[src/rtl/stk_pkg.sv]
package stk_pkg;
  typedef enum logic [2:0] {
    OP_PUSH = 3'd0,
    OP_POP  = 3'd1,
    OP_ADD  = 3'd2,
    OP_SUB  = 3'd3,
    OP_MUL  = 3'd4,
    OP_DIV  = 3'd5,
    OP_NEG  = 3'd6,
    OP_NOP  = 3'd7
  } stk_op_e;

  // Store actions: FOLD writes the second entry and drops the top.
  typedef enum logic [2:0] {
    SA_HOLD = 3'd0,
    SA_PUSH = 3'd1,
    SA_POP  = 3'd2,
    SA_FOLD = 3'd3,
    SA_REPL = 3'd4
  } st_act_e;
endpackage

[src/rtl/stk_store.sv]
module stk_store
  import stk_pkg::*;
#(
  parameter int DEPTH = 8,
  parameter int W     = 16,
  parameter int CW    = $clog2(DEPTH + 1)
) (
  input  logic          clk,
  input  logic          rst_n,
  input  st_act_e       act,
  input  logic [W-1:0]  wdata,
  output logic [CW-1:0] count,
  output logic [W-1:0]  tos,
  output logic [W-1:0]  nos
);
  logic [W-1:0]     mem [DEPTH];
  logic [CW-1:0]    cnt_q;
  logic [DEPTH-1:0] we;

  // One write enable per slot, chosen by action and current fill level.
  for (genvar i = 0; i < DEPTH; i++) begin : g_we
    assign we[i] = ((act == SA_PUSH) && (cnt_q == CW'(i)))     ||
                   ((act == SA_REPL) && (cnt_q == CW'(i + 1))) ||
                   ((act == SA_FOLD) && (cnt_q == CW'(i + 2)));
  end

  always_ff @(posedge clk or negedge rst_n) begin
    if (!rst_n) begin
      cnt_q <= '0;
      for (int i = 0; i < DEPTH; i++) mem[i] <= '0;
    end else begin
      for (int i = 0; i < DEPTH; i++) begin
        if (we[i]) mem[i] <= wdata;
      end
      case (act)
        SA_PUSH:         cnt_q <= cnt_q + 1'b1;
        SA_POP, SA_FOLD: cnt_q <= cnt_q - 1'b1;
        default:         cnt_q <= cnt_q;
      endcase
    end
  end

  always_comb begin
    tos = '0;
    nos = '0;
    for (int i = 0; i < DEPTH; i++) begin
      if (cnt_q == CW'(i + 1)) tos = mem[i];
      if (cnt_q == CW'(i + 2)) nos = mem[i];
    end
  end

  assign count = cnt_q;
endmodule

[src/rtl/stk_muldiv.sv]
module stk_muldiv #(
  parameter int W = 16
) (
  input  logic         clk,
  input  logic         rst_n,
  input  logic         start,
  input  logic         is_div,
  input  logic [W-1:0] a,
  input  logic [W-1:0] b,
  output logic         busy,
  output logic         done,
  output logic [W-1:0] result
);
  localparam int NW = $clog2(W + 1);

  logic          busy_q, div_q, neg_q;
  logic [NW-1:0] cnt_q;
  logic [W-1:0]  acc_q, mc_q, mp_q;
  logic [W:0]    rem_q;
  logic [W:0]    rsh;
  logic [W-1:0]  a_mag, b_mag;

  assign a_mag = a[W-1] ? (~a + 1'b1) : a;
  assign b_mag = b[W-1] ? (~b + 1'b1) : b;
  assign rsh   = {rem_q[W-1:0], mc_q[W-1]};

  always_ff @(posedge clk or negedge rst_n) begin
    if (!rst_n) begin
      busy_q <= 1'b0; div_q <= 1'b0; neg_q <= 1'b0; cnt_q <= '0;
      acc_q <= '0; mc_q <= '0; mp_q <= '0; rem_q <= '0;
    end else if (start) begin
      busy_q <= 1'b1;
      div_q  <= is_div;
      cnt_q  <= '0;
      acc_q  <= '0;
      rem_q  <= '0;
      neg_q  <= a[W-1] ^ b[W-1];
      mc_q   <= is_div ? a_mag : b;
      mp_q   <= is_div ? b_mag : a;
    end else if (busy_q) begin
      if (cnt_q == NW'(W)) begin
        busy_q <= 1'b0;
      end else begin
        cnt_q <= cnt_q + 1'b1;
        if (div_q) begin
          // Restoring step: quotient bits shift in where dividend bits leave.
          if (rsh >= {1'b0, mp_q}) begin
            rem_q <= rsh - {1'b0, mp_q};
            mc_q  <= {mc_q[W-2:0], 1'b1};
          end else begin
            rem_q <= rsh;
            mc_q  <= {mc_q[W-2:0], 1'b0};
          end
        end else begin
          if (mc_q[0]) acc_q <= acc_q + mp_q;
          mp_q <= {mp_q[W-2:0], 1'b0};
          mc_q <= {1'b0, mc_q[W-1:1]};
        end
      end
    end
  end

  assign busy   = busy_q;
  assign done   = busy_q && (cnt_q == NW'(W));
  assign result = div_q ? (neg_q ? (~mc_q + 1'b1) : mc_q) : acc_q;
endmodule

[src/rtl/stack_eval.sv]
module stack_eval
  import stk_pkg::*;
#(
  parameter int DEPTH = 8,
  parameter int W     = 16,
  localparam int CW   = $clog2(DEPTH + 1)
) (
  input  logic          clk,
  input  logic          rst_n,
  input  logic          cmd_valid,
  output logic          cmd_ready,
  input  logic [2:0]    cmd_op,
  input  logic [W-1:0]  cmd_data,
  output logic          pop_valid,
  output logic [W-1:0]  pop_data,
  output logic [W-1:0]  tos,
  output logic [CW-1:0] depth,
  output logic          err_overflow,
  output logic          err_underflow,
  output logic          err_divzero
);
  stk_op_e       op;
  st_act_e       act;
  logic [W-1:0]  wdata, nos, top, md_res;
  logic [CW-1:0] count;
  logic [1:0]    need;
  logic          accept, short, full, dz, md_start, md_busy, md_done;

  assign op     = stk_op_e'(cmd_op);
  assign accept = cmd_valid && cmd_ready;

  always_comb begin
    case (op)
      OP_ADD, OP_SUB, OP_MUL, OP_DIV: need = 2'd2;
      OP_POP, OP_NEG:                 need = 2'd1;
      default:                        need = 2'd0;
    endcase
  end

  assign short = count < CW'(need);
  assign full  = (op == OP_PUSH) && (count == CW'(DEPTH));
  assign dz    = (op == OP_DIV) && !short && (top == '0);

  always_comb begin
    act      = SA_HOLD;
    wdata    = '0;
    md_start = 1'b0;
    if (md_done) begin
      act   = SA_FOLD;
      wdata = md_res;
    end else if (accept && !short && !full) begin
      case (op)
        OP_PUSH: begin act = SA_PUSH; wdata = cmd_data;   end
        OP_POP:  act = SA_POP;
        OP_ADD:  begin act = SA_FOLD; wdata = nos + top;  end
        OP_SUB:  begin act = SA_FOLD; wdata = nos - top;  end
        OP_NEG:  begin act = SA_REPL; wdata = ~top + 1'b1; end
        OP_MUL:  md_start = 1'b1;
        OP_DIV:  begin
          if (dz) act = SA_FOLD;
          else    md_start = 1'b1;
        end
        default: act = SA_HOLD;
      endcase
    end
  end

  stk_store #(.DEPTH(DEPTH), .W(W), .CW(CW)) u_store (
    .clk(clk), .rst_n(rst_n), .act(act), .wdata(wdata),
    .count(count), .tos(top), .nos(nos)
  );

  stk_muldiv #(.W(W)) u_md (
    .clk(clk), .rst_n(rst_n), .start(md_start), .is_div(op == OP_DIV),
    .a(nos), .b(top), .busy(md_busy), .done(md_done), .result(md_res)
  );

  always_ff @(posedge clk or negedge rst_n) begin
    if (!rst_n) begin
      err_overflow  <= 1'b0;
      err_underflow <= 1'b0;
      err_divzero   <= 1'b0;
      pop_valid     <= 1'b0;
      pop_data      <= '0;
    end else begin
      pop_valid <= accept && (op == OP_POP) && !short;
      if (accept && (op == OP_POP)) pop_data <= top;
      if (accept) begin
        err_overflow  <= full;
        err_underflow <= short;
        err_divzero   <= dz;
      end
    end
  end

  assign cmd_ready = !md_busy;
  assign tos       = top;
  assign depth     = count;
endmodule

[config.mk]
export PLATFORM = sky130hd
export DESIGN_NAME = stack_eval
export DESIGN_NICKNAME = d
export VERILOG_FILES = /design/src/rtl/stk_pkg.sv /design/src/rtl/stk_store.sv /design/src/rtl/stk_muldiv.sv /design/src/rtl/stack_eval.sv
export SDC_FILE = /design/constraint.sdc
export NUM_CORES = 1
export LEC_CHECK = 0
export BUFFER_PORTS_ARGS = -buffer_cell sky130_fd_sc_hd__buf_2
export CAP_MARGIN = 20
export CORE_ASPECT_RATIO = 0.75
export CORE_MARGIN = 10
export CORE_UTILIZATION = 40
export DETAILED_ROUTE_END_ITERATION = 8
export PLACE_DENSITY = 0.67
export SLEW_MARGIN = 10
export SYNTH_ARGS = -nofsm -noshare
export SYNTH_HDL_FRONTEND = slang
export SYNTH_SLANG_ARGS = --single-unit
[constraint.sdc]
create_clock -name clk -period 12.25 [get_ports clk]
set_input_delay 1.225 -clock clk [delete_from_list [all_inputs] [get_ports clk]]
set_output_delay 1.225 -clock clk [all_outputs]
set_load 0.1 [all_outputs]
==> results.cfg <==
[clocking]
cts_setup_buffers = 0
clkTransAtPathRegs_ps = 70
cts_max_path_buffers = 3
clk_latency_ps = 570
cts_hold_buf = 0
clock_sinks = 224
postCtsResizedCells = 0
cts_root_buf = clkbuf_16
h-tree-depth = 1
cts_buffers = 26
cts_tree = built

[detailed_routing]
wl_mm = 55.0
drtIter0Drc = 1998
ant_nets = 0
wire_per_inst_um = 23.6
viasPerCell = 6.20
firstDrtPassIters = 8
via_count = 14463
drcViolationCount = 0

[synthesis]
yosys_warnings = 0
synth_area_um2 = 16500
synth_top_area_share_pct = 33.9
synth.largest_area_cell = dfrtp_1
synth_edf_count = 0
postSynthCellCount = 1787
syn-num-nets = 1869
ys_seq_elements = 224
synth_common_cells = 224 x dfrtp_1, 173 x nand2_1, 119 x a21oi_1, 119 x nor2_1, 114 x o21ai_0
synth.distinct_cells = 99
synth_ff_type = dfrtp_1
synth_async_sr_flop_share_pct = 100
yosysSeqAreaShare_pct = 33.9
syn_area_per_cell_um2 = 9.25
synth_most_common_cell = dfrtp_1
synthTopCellsByArea = dfrtp_1 34%, mux2_4 6.4%, mux2_2 4.6%

[sta]
skew_ps = 32.1
fin_crit_sh_pct = 55.1
min_period_ps = 6750
setup-violations-final = 0
hold_violations = 0
finalSetupTns_ps = 0
rsz0062_at_grt = no
fin_ws_ps = 5500
slew_headroom_pct = 22.5
fmax_mhz = 148
tightestPinTransition_ps = 1160
slew_violations = 0

[layout]
drive_above_1_share_pct = 18.7
design_area_um2 = 18000
regArea_um2 = 5610
multi_input_area_um2 = 9980
syn_to_final_growth_pct = 8.74
nFillCells = 3931
nets = 1866
fin_util_pct = 44.1

[floorplanning]
die_w_um = 255
io_pins = 63
core_area_um2 = 40800
die_h_um = 196
std_cell_rows = 64
die-area_um2 = 49900
start_util_pct = 40.5

[setup_path]
cp.required_ps = 12700
path_cells = inv_1, ha_2, buf_4, nand2b_1, o22a_1, o32ai_4, ha_1, nand4_2, nor3_1, nor2_1, xnor2_1, ha_1, or3_1, o2111ai_1, a21boi_0, o41ai_1, o21ai_0, xor2_1, a32oi_1, o21ai_1, mux2_4
cp-end-kind = flip-flop
critical_path.top_delay_family = compound AO/OA/AOI/OAI gates
cp.buffers_inverters = 2
worstPathMaxFanout = 44
rr_worst_depth = 21
worst_path_most_repeated_cell = ha_1
cp_slowest_cell = ha_2
cp.arrival_ps = 7190
reg2reg_slack_ps = 5500
r2r-end = u_store.mem[14]
worstSetupPathType = flip-flop to flip-flop
slowest_delay_ps = 640
startpoint_type = flip-flop
rr_startpoint = u_store.count[0]

[worst_hold_path]
hold_start = err_divzero
min_path_cells = 2
hold_path_class = flip-flop to flip-flop
min_to = err_divzero

[global_route]
grt_max_degree = 105
grt_pass1_wl_mm = 84.6
globalRouteTotalUtil_pct = 21.6
grt_pass1_vias = 13657
grt_overflow = 0
antenna_found_initial = 3

[power_and_ir_drop]
finalPower_w = 0.00577
peakVddDrop_mv = 0.164
powerDensity_nw_per_um2 = 321
p_leak_nw = 8.18

[placement]
dpl_cell_area_um2 = 17000
io_buffers = 62
gp_congestion = 0.949
dp_hpwl_mm = 40.3
dpl_worst_slack_ps = 5690

[job]
cap_violations = 0

[status]
status = finished clean
[final cells by class]
cell class	instances	area share [%]
Inverter	59	1.23
Clock buffer	33	4.05
Clock inverter	15	0.891
Timing Repair Buffer	98	3.37
Multi-Input combinational cell	1375	55.6
Antenna cell	1	0.0139
Sequential cell	224	31.2
Tap cell	528	3.68
[tightest hold or removal path: stages (launching register included)]
cell     delay, ps
dfrtp_1        340
nand2_1         50
o21ai_0         60
[worst max path at each step]
| stage | from | to | slack [ps] | cells past startpoint |
|---|---|---|---|---|
| after floorplan | u_store.count[0] | u_store.mem[110] | 5590 | 27 |
| after global placement | u_store.count[0] | u_store.mem[78] | 5820 | 21 |
| after detailed placement | u_store.count[0] | u_store.mem[46] | 5690 | 21 |
| after CTS | u_store.count[0] | u_store.mem[14] | 5670 | 21 |
| after global routing | u_store.count[0] | u_store.mem[14] | 5180 | 21 |
| final | u_store.count[0] | u_store.mem[14] | 5500 | 21 |
[cells in the final DEF, fill, tap and decap left out, types with 7 or more instances in the layout]
master and count:
a211o_1 7, a211oi_1 26, a21o_1 24, a21oi_1 119, a221o_1 9, a221oi_1 20
a222oi_1 14, a22o_1 10, a22oi_1 20, a31oi_1 21, and2_1 8, and3_1 8
buf_2 61, buf_4 34, clkbuf_16 27, dfrtp_1 223, ha_1 54, inv_1 58
mux2_2 68, mux2_4 70, mux2i_1 19, nand2_1 173, nand2b_1 21, nand3_1 32
nand3b_1 17, nand4_1 9, nor2_1 118, nor2b_1 25, nor3_1 27, o211ai_1 27
o21a_1 13, o21ai_0 114, o21ai_1 11, o22ai_1 25, o31ai_1 23, or3_1 8
xnor2_1 54, xor2_1 50
[metrics by stage]
stage,hold WS [ps],std cells
after detailed placement,467,2282
after CTS,481,2330
after global placement,460,2282
after floorplan,469,1787
after global routing,510,2333
final,476,2333
[state kept, by name, summed over array words and instances (netlist names)]
| signal | cells |
|---|---|
| u_md.rem_q | 16 |
| pop_valid | 1 |
| err_divzero | 1 |
| err_overflow | 1 |
| u_md.div_q | 1 |
| u_md.cnt_q | 5 |
| u_md.mc_q | 16 |
| u_md.neg_q | 1 |
| u_store.mem | 128 |
| u_md.acc_q | 16 |
| err_underflow | 1 |
| u_store.count | 4 |
| u_md.mp_q | 16 |
| pop_data | 16 |
| u_md.busy | 1 |
[logic make-up after synthesis]
kind of cell / count (synthesis) / synth area share, %
muxes: 157 / 12.1
adders and majority gates: 60 / 4.68
xor gates and xnor gates: 104 / 5.51
AOI/OAI and AO/OA: 561 / 23.2
DFF: 224 / 33.9
buffers and inverters: 188 / 5.82
and+or+nand+nor: 493 / 14.7
[metal layers]
| metal | vias up | share of wire, % | global-route usage [%] |
|---|---|---|---|
| met1 | 7075 | 47 | 33.3 |
| li1 | 6578 | - | - |
| met4 | 2 | 3.1 | 6.31 |
| met2 | 696 | 39 | 28.7 |
| met3 | 112 | 11 | 5.27 |
| met5 | - | 0.024 | 0 |
[where the power goes]
group	internal [W]	switching [W]	total (W)
Sequential	0.000917	0.000245	0.00116
Combinational	0.00135	0.00245	0.00380
Clock	0.000468	0.000340	0.000809
Total	0.00274	0.00303	0.00577
No activity file was read; power rests on OpenSTA's default activity.
